`src/rtl/bcd_pkg.sv`:
```
// Package: shared cycle-kind encoding and sizes for the bus cycle decoder.
// Assumes the kind index is {mem_io, data_code, write_rd}.
package bcd_pkg;
    localparam int N_KINDS   = 8;
    localparam int BURST_LEN = 4;

    typedef enum logic [2:0] {
        K_INTA    = 3'd0,
        K_SPECIAL = 3'd1,
        K_IORD    = 3'd2,
        K_IOWR    = 3'd3,
        K_CODE    = 3'd4,
        K_INVALID = 3'd5,
        K_MEMRD   = 3'd6,
        K_MEMWR   = 3'd7
    } kind_e;
endpackage

```
`src/rtl/bcd_classify.sv`:
```
// Module: combinational classifier of raw processor pins.
// Produces the one-hot kind, the burst decision and the I/O cache error.
// Assumes inputs are only meaningful on the capture clock.
module bcd_classify
    import bcd_pkg::*;
#(
    parameter int KINDS = N_KINDS
) (
    input  logic             mem_io,
    input  logic             data_code,
    input  logic             write_rd,
    input  logic             cache_n,
    input  logic             ken_n,
    output logic [KINDS-1:0] kind_oh,
    output logic             is_burst,
    output logic             io_cache_err
);
    localparam int IDX_W = $clog2(KINDS);

    logic [IDX_W-1:0] idx;
    logic             rd_fill;
    logic             wr_back;

    assign idx = IDX_W'({mem_io, data_code, write_rd});

    // One comparator per kind builds the one-hot vector.
    for (genvar g = 0; g < KINDS; g++) begin : g_oh
        assign kind_oh[g] = (idx == IDX_W'(g));
    end

    // Burst decision from the cacheability handshake.
    always_comb begin
        rd_fill = 1'b0;
        wr_back = 1'b0;
        if (mem_io && !write_rd && !cache_n && !ken_n) rd_fill = 1'b1;
        if (idx == IDX_W'(K_MEMWR) && !cache_n)        wr_back = 1'b1;
        is_burst = rd_fill | wr_back;
    end

    assign io_cache_err = !mem_io && !cache_n;
endmodule

```
`src/rtl/bcd_capture.sv`:
```
// Module: holding register for the decoded cycle.
// Loads on a start, clears on a finish without a start, otherwise holds.
module bcd_capture #(
    parameter int KINDS = 8
) (
    input  logic             clk,
    input  logic             rst_n,
    input  logic             load,
    input  logic             clear,
    input  logic [KINDS-1:0] kind_d,
    input  logic             burst_d,
    input  logic             err_d,
    output logic [KINDS-1:0] kind_q,
    output logic             burst_q,
    output logic             err_q
);
    // Hold the decoded cycle for its whole length.
    always_ff @(posedge clk) begin
        if (!rst_n) begin
            kind_q  <= '0;
            burst_q <= 1'b0;
            err_q   <= 1'b0;
        end else if (load) begin
            kind_q  <= kind_d;
            burst_q <= burst_d;
            err_q   <= err_d;
        end else if (clear) begin
            kind_q  <= '0;
            burst_q <= 1'b0;
            err_q   <= 1'b0;
        end
    end
endmodule

```
`src/rtl/bcd_beat_counter.sv`:
```
// Module: counts ready pulses of the cycle in progress and flags the last.
// Assumes start coincides with the capture edge.
module bcd_beat_counter #(
    parameter int BEATS = 4
) (
    input  logic clk,
    input  logic rst_n,
    input  logic start,
    input  logic active,
    input  logic burst,
    input  logic rdy_n,
    output logic done
);
    localparam int CNT_W = (BEATS > 1) ? $clog2(BEATS) : 1;

    logic [CNT_W-1:0] cnt;
    logic             on_last;

    assign on_last = !burst || (cnt == CNT_W'(BEATS - 1));
    assign done    = active && !rdy_n && on_last;

    // Advance on each non-final ready, restart with every new cycle.
    always_ff @(posedge clk) begin
        if (!rst_n)                       cnt <= '0;
        else if (start)                   cnt <= '0;
        else if (active && !rdy_n && !done) cnt <= cnt + CNT_W'(1);
    end
endmodule

```
`src/rtl/bus_cycle_decoder.sv`:
```
// Module: top of the processor bus cycle decoder.
// Captures cycle-definition and cache pins on the address strobe, holds
// one-hot command strobes until the final ready, and reports burst,
// cycle completion and cacheable-I/O errors.
module bus_cycle_decoder
    import bcd_pkg::*;
#(
    parameter int KINDS = N_KINDS,
    parameter int BEATS = BURST_LEN
) (
    input  logic             clk,
    input  logic             rst_n,
    input  logic             ads_n,
    input  logic             mem_io,
    input  logic             data_code,
    input  logic             write_rd,
    input  logic             cache_n,
    input  logic             ken_n,
    input  logic             rdy_n,
    output logic [KINDS-1:0] cmd,
    output logic             burst,
    output logic             cycle_done,
    output logic             cache_io_err
);
    logic [KINDS-1:0] kind_raw;
    logic             burst_raw;
    logic             err_raw;
    logic             active;
    logic             start;

    assign active = |cmd;
    assign start  = !ads_n && (!active || cycle_done);

    bcd_classify #(.KINDS(KINDS)) u_classify (
        .mem_io      (mem_io),
        .data_code   (data_code),
        .write_rd    (write_rd),
        .cache_n     (cache_n),
        .ken_n       (ken_n),
        .kind_oh     (kind_raw),
        .is_burst    (burst_raw),
        .io_cache_err(err_raw)
    );

    bcd_capture #(.KINDS(KINDS)) u_capture (
        .clk    (clk),
        .rst_n  (rst_n),
        .load   (start),
        .clear  (cycle_done),
        .kind_d (kind_raw),
        .burst_d(burst_raw),
        .err_d  (err_raw),
        .kind_q (cmd),
        .burst_q(burst),
        .err_q  (cache_io_err)
    );

    bcd_beat_counter #(.BEATS(BEATS)) u_beats (
        .clk   (clk),
        .rst_n (rst_n),
        .start (start),
        .active(active),
        .burst (burst),
        .rdy_n (rdy_n),
        .done  (cycle_done)
    );
endmodule

```
`config.mk`:
```
export PLATFORM = sky130hd
export DESIGN_NAME = bus_cycle_decoder
export DESIGN_NICKNAME = d
export VERILOG_FILES = /design/src/rtl/bcd_pkg.sv /design/src/rtl/bcd_classify.sv /design/src/rtl/bcd_capture.sv /design/src/rtl/bcd_beat_counter.sv /design/src/rtl/bus_cycle_decoder.sv
export SDC_FILE = /design/constraint.sdc
export NUM_CORES = 1
export LEC_CHECK = 0
export CAP_MARGIN = 20
export CORE_AREA = 2 2 39 41
export DETAILED_ROUTE_END_ITERATION = 8
export DIE_AREA = 0 0 41 43
export MAX_ROUTING_LAYER = met4
export PLACE_DENSITY = 0.8
export SETUP_SLACK_MARGIN = 0.05
export SYNTH_ARGS = -nofsm -noshare
export SYNTH_HDL_FRONTEND = slang
export SYNTH_SLANG_ARGS = --single-unit
```
`constraint.sdc`:
```
create_clock -name clk -period 4.53 [get_ports clk]
set_clock_uncertainty 0.2 [all_clocks]
set_input_delay 0.453 -clock clk [delete_from_list [all_inputs] [get_ports clk]]
set_output_delay 0.453 -clock clk [all_outputs]
set_load 0.05 [all_outputs]
```
## Word level (Yosys, flattened, before mapping)

Cells that the tools add are included.

- Add/sub/neg operators: 1
- Equal/unequal tests: 8
- Mux-type cells: 7
- Bitwise gates (word level): 2
- Reduce and logical (&&, ||, !) cells: 24

Operators by type and width:

| kind | number |
|---|---|
| 2-to-1 mux 8 bit | 2 |
| equality test 3 bit, second input constant | 4 |
| logical AND 1 bit | 9 |
| logical NOT 1 bit | 9 |
| OR reduction 8 bit | 1 |
| equality test 3 x 2 -> 1 bit, second input constant | 2 |
| 2-to-1 mux 1 bit | 5 |
| equality test 3 x 1 -> 1 bit, second input constant | 1 |
| logical NOT 3 bit | 1 |
| adder 2 x 1 -> 2 bit, second input constant | 1 |
| equality test 2 bit, second input constant | 1 |
| logical OR 1 bit | 2 |
| nonzero test 2 bit | 1 |
| OR reduction 2 bit | 1 |
| inverter 1 bit | 1 |
| OR 1 bit | 1 |

- Register bits after elaboration: 12
- Input port bits: 9
- Output and inout port bits: 11
- Word-level logic and storage cells: 46

## Logic depth before layout (Yosys ltp)

Gate-level depths: netlist (run 1).

- Depth after elaboration: 7
- Gate-level depth with buffers: 5
- Gate-level depth less buffers: 5

## Modules after synthesis

A second synthesis (run 1) with hierarchy kept.

- Cells, all modules: 76
- Area total of the unflattened synthesis: 777.0 µm²

By module, submodules not included:

| module | times used | cells each | area each (µm²) | seq. area each (µm²) |
|---|---|---|---|---|
| bcd_capture | 1 | 45 | 506.7 | 200.2 |
| bcd_beat_counter | 1 | 12 | 130.1 | 40.0 |
| bcd_classify | 1 | 14 | 102.6 | 0.0 |
| bus_cycle_decoder | 1 | 5 | 37.5 | 0.0 |

## Least setup slack after synthesis (run 1)

No wires, ideal clock.

- Path type: reg2out
- Start: reg u_capture.burst_q
- End: out cycle_done
- Data arrival time: 1.634 ns
- Required time: 3.877 ns
- Setup slack: 2.243 ns
- Cell stages (with the launch flop): 4
- Buffers on the path: 0
- Cells stage by stage: dfxtp_1 nand2b_1 nand2_1 a21oi_1

- Cells in the longest elaborated chain, start to end: 3

Ends and longest elaborated chain:

| what | line | source |
|---|---|---|
| from (decl) | bcd_capture.sv:14 | `output logic burst_q,` |
| from (signal assigned) | bcd_capture.sv:25 | `burst_q <= burst_d;` |
| logical NOT 1 bit | bcd_beat_counter.sv:19 | `assign on_last = !burst \|\| (cnt == CNT_W'(BEATS - 1));` |
| logical OR 1 bit | bcd_beat_counter.sv:19 |  |
| logical AND 1 bit | bcd_beat_counter.sv:20 | `assign done = active && !rdy_n && on_last;` |
| to (decl) | bus_cycle_decoder.sv:22 | `output logic cycle_done,` |

No other way between the ends.

## Final worst setup path (run 1)

- Start: in rdy_n
- End: out cycle_done

- Cells in the longest elaborated chain, start to end: 3

Ends and longest elaborated chain:

| what | line | source |
|---|---|---|
| from (decl) | bus_cycle_decoder.sv:19 | `input logic rdy_n,` |
| logical NOT 1 bit | bcd_beat_counter.sv:20 |  |
| logical AND 1 bit (2 in a row) | bcd_beat_counter.sv:20 |  |

No other way between the ends.

==> results.ini, run 1 <==
[outcome]
status=finished clean

[clock_tree]
cts_tree=built
cts_sinks=12
cts_buffers=3
cts_hold_buf=0
clkTransAtPathRegs_ns=0.08
clock_latency_ns=0.28
htree_levels=1
root_buffer=clkbuf_4
ctsResizeCount=0
clockBufferDepth=2
post-cts-setup-buffers=0

[logic_synthesis]
synth-simple-area-share_pct=28.7
synthAdderAreaFrac_pct=2.12
ys_seq_elements=12
synth_mux_area_share_pct=5.52
synthDistinctLibCells=26
ys_seq_area_share_pct=40.8
yosys_warnings=0
synth_top_family_by_area=simple AND/OR/NAND/NOR gates
synth_xor_area_share_pct=1.49
synth_area_leaders=dfxtp_1, nand2_1, o22ai_1
synth_compound_area_share_pct=19.5
syn_area_sq_um=589
synth_top_area_share_pct=40.8
avgSynthCellArea_sq_um=9.35
syn_inst=63
syn-num-nets=73
synth_area_leader_cell=dfxtp_1

[die]
die-area_sq_um=1760
die_w_um=41
initial_core_util_pct=42.6
row_count=14
core_sq_um=1380
dieHeight_um=43
ios=20

[grt]
grt_overflow=0
grt_antenna_before_repair=0
grt_pass1_vias=509
track_usage_pct=18.3
grt_max_degree=14
grt_first_pass_wirelength_um=2090

[final_layout]
layout.nets=96
area_growth_pct=41.2
nFillCells=133
antenna_cells=0
layout-drive-gt1-share_pct=12.9

[worst_setup_path]
crit_chain=clkdlybuf4s50_1 > inv_1 > nand2_1 > a21oi_1 > clkdlybuf4s50_1
cp_data_required_time_ns=3.88
crit_cells=5
crit_slowest_cell=clkdlybuf4s50_1
crit_arrival_ns=2.14
worstRegToRegCells=5
end_kind=primary output
crit_type=in -> out
path_buf_inv=3
startpoint_type=input port
critPathMaxFanout=5
critPathMaxStageDelay_ns=0.82
cpMostUsedCell=clkdlybuf4s50_1
cp_top_family=buffers and inverters

[min_path]
min_path_type=reg -> reg
holdPathStages=2

[power_and_ir_drop]
clockPowerShare_pct=34.4
peakVddDrop_mv=0.224
powerDensity_nw_per_um2=308
switching_share_pct=29.3
p_total_uw=256
seq_power_share_pct=43.3
share_comb_of_total_power_pct=22.3
internal_power_uw=181
leakagePower_uw=0.000293
switchingPower_uw=75.2

[drt]
dr.pass1.iters=4
ant_nets=0
routed_wl_um=1380
avgViaCountPerCell=5.33
drc_errors=0
via_count=538
drt-wirelength-per-cell_um=13.7
drtIter0Drc=5

[sta]
postLayoutSetupSlackWorst_ns=1.74
maxSlewHeadroom_pct=66.3
post-route-min-period_ns=2.79
rsz0062_at_grt=no
timing.hold.ws_ns=0.289
fmax_mhz=358
tightest_slew_ns=0.504
finalHoldViolCount=0
fin_crit_sh_pct=61.6
report.final.slew_viol_count=0
finalSetupViolCount=0
finalSetupTns_ns=0

[place]
dp_slack_ns=1.77
place.gp.congestion=0.748
portBuffers=19
place_hpwl_um=1010

[job]
cap_violations=0

[power by group through the flow]
| stage | clock network, uW | logic (uW) | registers, uW |
|---|---|---|---|
| finish | 88.3 | 57.2 | 111 |
| CTS | 89.5 | 57.1 | 111 |
| floorplan | 0 | 27.7 | 122 |
| global placement | 0 | 56.2 | 113 |
| detailed placement | 0 | 56.7 | 113 |
| global route | 94.7 | 60.3 | 111 |
[cell usage in the layout (no fill, tap or decap)]
cell type	count
o22ai_1	7
nand2b_1	2
mux2i_4	1
inv_1	2
a22o_4	1
a22oi_1	1
clkbuf_4	3
nand3_1	1
a21oi_1	2
xnor2_1	1
a21boi_0	2
nor4_4	2
nor2b_1	2
nand2_2	1
nand2_1	12
nand4_1	2
o21ai_0	1
mux2i_1	1
dfxtp_1	12
nor2_1	3
a211oi_1	1
clkdlybuf4s50_1	19
or2_2	1
nor3_1	1
clkbuf_8	1
nand3_2	1
a32oi_1	1
ha_1	1
[sequential cells by signal, summed over array words and instances (netlist names)]
signal and flops:
u_capture.burst_q 1, u_beats.cnt 2, u_capture.kind_q 8, u_capture.err_q 1
[cell usage after synthesis, drive strengths merged]
cell / instances
a32oi: 1
xnor2: 1
o21ai: 1
nor2b: 2
nand3: 2
clkbuf: 1
a21oi: 2
nor3: 1
o22ai: 7
a21boi: 2
mux2i: 2
a211oi: 1
nand2b: 2
or2: 1
nand4: 2
dfxtp: 12
inv: 2
a22oi: 1
nor2: 3
nand2: 13
nor4: 2
a22o: 1
ha: 1
[stage by stage]
stage / std cells / utilization [%] / area (sq um)
floorplan: 63 / - / 589
global placement: 97 / 57.5 / 796
detailed placement: 97 / 57.5 / 796
CTS: 101 / 60.1 / 832
global route: 101 / 60.1 / 832
finish: 101 / 60.1 / 832
[cell type report]
cell class / instances / area, sq um / share of cell area, %
multi-input cells: 48 / 338 / 40.6
clock buffers: 4 / 36.3 / 4.36
inverters: 2 / 7.51 / 0.902
well taps: 16 / 20.0 / 2.41
repair buffers: 19 / 190 / 22.9
flip-flops and latches: 12 / 240 / 28.9
[worst reg2reg max path: stages (launching register included)]
cell and delay, ns:
dfxtp_1 0.33, ha_1 0.18, nand2b_1 0.20, a211oi_1 0.41, mux2i_1 0.24, nor2_1 0.05
[logic make-up after synthesis]
logic type | Yosys count
simple gates | 28
buf+inv | 3
xor+xnor | 1
compound gates | 16
flops | 12
fa+ha+maj | 1
mux | 2
[path summary, 6_finish.rpt]
| kind | startpoint | to | slack, ns |
|---|---|---|---|
| max | rdy_n | cycle_done | 1.74 |
| min | u_capture.err_q$_SDFFE_PN0P_ | u_capture.err_q$_SDFFE_PN0P_ | 0.29 |
| min reg2reg | u_capture.err_q$_SDFFE_PN0P_ | u_capture.err_q$_SDFFE_PN0P_ | 0.29 |
| max reg2reg | u_beats.cnt[0]$_SDFFE_PP0P_ | u_beats.cnt[1]$_SDFFE_PP0P_ | 2.80 |
[per-layer routing]
layer | GRT usage [%] | routed length, um | up-vias
li1 | - | - | 273
met1 | 21.2 | 629 | 247
met2 | 28.4 | 652 | 15
met3 | 6.28 | 89 | 3
met4 | 6.00 | 10 | 0
met5 | - | 0 | -
Power figures use the tool's default switching activity.
==> run 2: changes to the inputs <==
--- a/config.mk
+++ b/config.mk
@@ -6,11 +6,11 @@
 export NUM_CORES = 1
 export LEC_CHECK = 0
 export CAP_MARGIN = 20
-export CORE_AREA = 2 2 39 41
+export CORE_MARGIN = 2
+export CORE_UTILIZATION = 42
 export DETAILED_ROUTE_END_ITERATION = 8
-export DIE_AREA = 0 0 41 43
 export MAX_ROUTING_LAYER = met4
-export PLACE_DENSITY = 0.8
+export PLACE_DENSITY = 0.77
 export SETUP_SLACK_MARGIN = 0.05
 export SYNTH_ARGS = -nofsm -noshare
 export SYNTH_HDL_FRONTEND = slang
==> constraint.sdc (replaced) <==
create_clock -name clk -period 2.8 [get_ports clk]
set_clock_uncertainty 0.2 [all_clocks]
set_input_delay 0.28 -clock clk [delete_from_list [all_inputs] [get_ports clk]]
set_output_delay 0.28 -clock clk [all_outputs]
set_load 0.05 [all_outputs]
==> run 2 against run 1 <==
  * Sequential power grew 62%
  * Global-route usage is 1.8 points lower
  * Design area down 0.15%
  * Worst hold slack worse by 0.012 ns
  * Sequential cell count is the same
  * Combinational power is 60% higher
  * Die area shrank 2.5%
  * Non-clock buffer count unchanged
  * Final cell count shrank 0.99%
  * Routed wire length is 6.7% lower
  * Power grew 59%
  * Sequential share of layout area about the same
  * Critical path type is now reg -> out
  * Highest routed layer unchanged
==> results.ini, run 2 (synthesized netlist as in run 1, its figures left out) <==
[outcome]
status=finished clean

[min_path]
min_path_type=reg -> reg

[sta]
finalSetupTns_ns=0
post-route-min-period_ns=2.57
rsz0062_at_grt=no
finalSetupViolCount=0
finalHoldViolCount=0
report.final.slew_viol_count=0
maxSlewHeadroom_pct=66.9
fin_crit_sh_pct=91.8
fmax_mhz=389
tightest_slew_ns=0.495

[grt]
grt_first_pass_wirelength_um=2130
track_usage_pct=16.5
grt_pass1_vias=504
grt_max_degree=14
grt_antenna_before_repair=0
grt_overflow=0

[worst_setup_path]
path_buf_inv=1
critPathMaxFanout=5
critPathMaxStageDelay_ns=0.81
ff2ff_setup_slack_ns=1.09
crit_cells=5
worstRegToRegCells=5
end_kind=primary output
cp_top_family=buffers and inverters
cp-startpoint=u_beats.cnt[0]$_SDFFE_PP0P_
worstReg2RegEnd=u_beats.cnt[1]$_SDFFE_PP0P_
cp_data_required_time_ns=2.32
crit_type=reg -> out
critPathCapture=cycle_done
crit_slowest_cell=clkdlybuf4s50_1
crit_arrival_ns=2.09
startpoint_type=flop
timing.rr.start=u_beats.cnt[0]$_SDFFE_PP0P_
crit_chain=ha_1 > nand2b_1 > nand2_1 > a21oi_1 > clkdlybuf4s50_1

[clock_tree]
clock_latency_ns=0.27
clkTransAtPathRegs_ns=0.08
cts_hold_buf=0
htree_levels=1
cts_sinks=12
cts_buffers=3
clockBufferDepth=2
root_buffer=clkbuf_4
post-cts-setup-buffers=0
cts_tree=built
ctsResizeCount=0

[drt]
dr.pass1.iters=4
via_count=564
routed_wl_um=1290
drc_errors=0
avgViaCountPerCell=5.64
drt-wirelength-per-cell_um=12.9
drtIter0Drc=15
ant_nets=0

[place]
portBuffers=19
place_hpwl_um=1000
place.gp.congestion=0.797

[final_layout]
final_cell_mix=clkdlybuf4s50_1, nand2_1, dfxtp_1
nFillCells=117
reg_top3=u_capture.kind_q (8), u_beats.cnt (2)
largest-register=u_capture.kind_q
antenna_cells=0
layout.nets=96
area_growth_pct=41.0
utilization_pct=63.8
largest_reg_flops=8
layout_commonest_cell=clkdlybuf4s50_1
layout-drive-gt1-share_pct=12.9

[die]
die-area_sq_um=1720
initial_core_util_pct=45.3
core_sq_um=1300
dieHeight_um=41.5
die_w_um=41.5
ios=20
row_count=13

[job]
cap_violations=0

[power_and_ir_drop]
powerDensity_nw_per_um2=490
peakVddDrop_mv=0.268
leakagePower_uw=0.000293

==> run 2: worst min path at each step <==
stage,startpoint,to,slack [ns],cells past startpoint
finish,u_capture.err_q$_SDFFE_PN0P_,u_capture.err_q$_SDFFE_PN0P_,0.28,2
global route,u_capture.err_q$_SDFFE_PN0P_,u_capture.err_q$_SDFFE_PN0P_,0.30,2
CTS,u_capture.err_q$_SDFFE_PN0P_,u_capture.err_q$_SDFFE_PN0P_,0.28,2
detailed placement,u_capture.err_q$_SDFFE_PN0P_,u_capture.err_q$_SDFFE_PN0P_,0.26,2
global placement,u_capture.err_q$_SDFFE_PN0P_,u_capture.err_q$_SDFFE_PN0P_,0.27,2
floorplan,cache_n,u_capture.err_q$_SDFFE_PN0P_,0.20,1
==> run 2: final cells by class <==
type / instances / area, sq um / area share (%)
inverter: 2 / 7.51 / 0.904
sequential: 12 / 240 / 28.9
clock buffer: 4 / 36.3 / 4.37
timing repair buffer: 19 / 190 / 22.9
tap: 15 / 18.8 / 2.26
multi-input combinational: 48 / 338 / 40.7
==> run 2: through the flow <==
step,std cells,hold WS [ns],instance area (sq um),setup slack (ns),power [uW]
floorplan,63,0.195,589,0.686,243
global placement,96,0.266,795,0.421,274
detailed placement,96,0.264,795,0.397,275
CTS,100,0.280,831,0.220,409
global route,100,0.297,831,0.121,427
finish,100,0.278,831,0.230,407
==> run 2: layer usage <==
metal	track usage (%)	vias up	share of wire, %
met2	23.8	22	47
li1	-	279	-
met4	7.74	0	1.3
met3	5.22	3	6.4
met5	-	-	0
met1	20.9	260	45
==> run 2: worst min-delay path, delay by kind of cell, from the launching register on <==
family	cells	cell delay, ns
AO/OA/AOI/OAI	1	0.07
flip-flops	1	0.31
AND/OR/NAND/NOR	1	0.05
==> run 2: report_power, final <==
part	switching, uW	internal, uW	leakage [uW]
Sequential	4.84	175	0.0000972
Combinational	52.3	39.3	0.000175
Clock	56.4	79.0	0.0000210
==> run 3: changes to the inputs <==
--- a/config.mk
+++ b/config.mk
@@ -6,11 +6,13 @@
 export NUM_CORES = 1
 export LEC_CHECK = 0
 export CAP_MARGIN = 20
-export CORE_MARGIN = 2
-export CORE_UTILIZATION = 42
+export CORE_AREA = 2 2 39 41
 export DETAILED_ROUTE_END_ITERATION = 8
+export DIE_AREA = 0 0 41 43
+export DONT_BUFFER_PORTS = 1
 export MAX_ROUTING_LAYER = met4
-export PLACE_DENSITY = 0.77
+export PLACE_DENSITY = 0.61
+export RECOVER_POWER = 50
 export SETUP_SLACK_MARGIN = 0.05
 export SYNTH_ARGS = -nofsm -noshare
 export SYNTH_HDL_FRONTEND = slang
==> constraint.sdc (replaced) <==
create_clock -name clk -period 2.8 [get_ports clk]
set_clock_uncertainty 0.2 [all_clocks]
set_input_delay 0.56 -clock clk [delete_from_list [all_inputs] [get_ports clk]]
set_output_delay 0.56 -clock clk [all_outputs]
set_load 0.05 [all_outputs]
==> run 3 against run 2 <==
  * Final cell count shrank 15%
  * Power shrank 15%
  * Core utilization shrank 17 points
  * Setup slack gained 0.16 ns
  * Die area grew 2.6%
  * Global-route usage grew 1.3 points
  * Register-to-register slack lost 0.30 ns
  * Via count shrank 15%
  * Design area shrank 22%
  * Sequential power grew 5%
  * Worst hold slack lost 0.073 ns
  * Critical endpoint unchanged
==> results.ini, run 3 (synthesized netlist as in run 1, its figures left out) <==
[outcome]
status=finished clean

[sta]
finalSetupTns_ns=0
fmax_mhz=416
report.final.slew_viol_count=0
tightest_slew_ns=0.740
rsz0062_at_grt=no
maxSlewHeadroom_pct=50.7
finalSetupViolCount=0
finalHoldViolCount=0
post-route-min-period_ns=2.41
fin_crit_sh_pct=85.9

[worst_setup_path]
crit_type=reg -> out
critPathCapture=cycle_done
cp_data_required_time_ns=2.04
startpoint_type=flop
worstRegToRegCells=5
ff2ff_setup_slack_ns=0.79
cp-startpoint=u_capture.kind_q[2]$_SDFFE_PN0P_
critPathMaxFanout=5
end_kind=primary output
timing.rr.start=u_capture.kind_q[2]$_SDFFE_PN0P_
worstReg2RegEnd=u_beats.cnt[1]$_SDFFE_PP0P_
crit_arrival_ns=1.65

[power_and_ir_drop]
leakagePower_uw=0.000230
powerDensity_nw_per_um2=534
internal_power_uw=248
seq_power_share_pct=54.4
switchingPower_uw=99.5
p_total_uw=348
clockPowerShare_pct=29.0
peakVddDrop_mv=0.250
share_comb_of_total_power_pct=16.6
switching_share_pct=28.6

[min_path]
min_path_type=in -> reg

[final_layout]
reg_top3=u_capture.kind_q (8), u_beats.cnt (2)
largest-register=u_capture.kind_q
layout-drive-gt1-share_pct=17.4
area_growth_pct=10.4
postLayoutCellArea_sq_um=651
final_cell_mix=nand2_1, dfxtp_1, o22ai_1
layout.nets=81
antenna_cells=0
largest_reg_flops=8

[place]
portBuffers=0
place_hpwl_um=961
postPlaceCellArea_sq_um=636
place.gp.congestion=0.782

[clock_tree]
root_buffer=clkbuf_4
post-cts-setup-buffers=0
htree_levels=1
cts_tree=built
clockBufferDepth=2
clock_latency_ns=0.26
clkTransAtPathRegs_ns=0.07
cts_hold_buf=0
ctsResizeCount=0
cts_buffers=3
cts_sinks=12

[drt]
via_count=479
routed_wl_um=1250
drt-wirelength-per-cell_um=14.7
dr.pass1.iters=4
ant_nets=0
drtIter0Drc=6
drc_errors=0
avgViaCountPerCell=5.64

[grt]
grt_first_pass_wirelength_um=2030
grt_pass1_vias=477
grt_overflow=0
grt_max_degree=14
track_usage_pct=17.8
grt_antenna_before_repair=0

[die]
die-area_sq_um=1760
die_w_um=41
dieHeight_um=43
ios=20
core_sq_um=1380
row_count=14
initial_core_util_pct=42.6

[job]
cap_violations=0

## run 3: changes by cell type in the layout (fill, tap and decap cells not counted), sizes merged
| cell | before | now |
|---|---|---|
| buf | 0 | 2 |
| clkdlybuf4s50 | 19 | 0 |
| clkbuf | 4 | 5 |
## run 3: cell type report
class | count | area (sq um)
Multi-Input combinational cell | 48 | 338
Inverter | 2 | 7.51
Clock buffer | 3 | 22.5
Fill cell | 142 | 733
Timing Repair Buffer | 4 | 22.5
Tap cell | 16 | 20.0
Sequential cell | 12 | 240
## run 3: worst min-delay path by stage
stage / from / cells after the start / endpoint / slack [ns]
2_1_floorplan: u_beats.cnt[1]$_SDFFE_PP0P_ / 2 / u_beats.cnt[1]$_SDFFE_PP0P_ / 0.26
3_3_place_gp: u_beats.cnt[1]$_SDFFE_PP0P_ / 2 / u_beats.cnt[1]$_SDFFE_PP0P_ / 0.29
3_5_place_dp: u_beats.cnt[1]$_SDFFE_PP0P_ / 2 / u_beats.cnt[1]$_SDFFE_PP0P_ / 0.30
4_1_cts: cache_n / 1 / u_capture.err_q$_SDFFE_PN0P_ / 0.20
5_1_grt: cache_n / 1 / u_capture.err_q$_SDFFE_PN0P_ / 0.19
6_report: cache_n / 1 / u_capture.err_q$_SDFFE_PN0P_ / 0.20
## run 3: per-stage QoR
stage | worst slack [ns] | util [%] | hold WS (ns) | cells
after detailed placement | 0.717 | 45.9 | 0.302 | 82
after CTS | 0.417 | 47.6 | 0.195 | 85
after global placement | 0.729 | 45.9 | 0.285 | 82
final | 0.394 | 47.0 | 0.205 | 85
after global routing | 0.313 | 47.0 | 0.194 | 85
after floorplan | 0.406 | - | 0.265 | 63
## run 3: worst max-delay path, cell delays in order, from the launching register on
cell	delay (ns)
dfxtp_1	0.31
clkbuf_1	0.56
nor4_4	0.11
a21oi_1	0.18
buf_4	0.22
## run 3: power groups by stage
stage	clock (uW)	combinational (uW)	sequential, uW
3_5_place_dp	0	58.6	193
5_1_grt	113	62.5	189
3_3_place_gp	0	58.0	193
6_report	101	57.8	189
2_1_floorplan	0	44.9	198
4_1_cts	108	58.7	189
## run 3: routing by layer
metal	vias up	share of wire [%]	routed length [um]	GRT usage, %
met5	-	0	0	-
met4	0	1.4	18	12.0
met3	2	9.3	116	6.28
met2	12	46	573	24.4
met1	223	43	545	21.0
li1	242	-	-	-
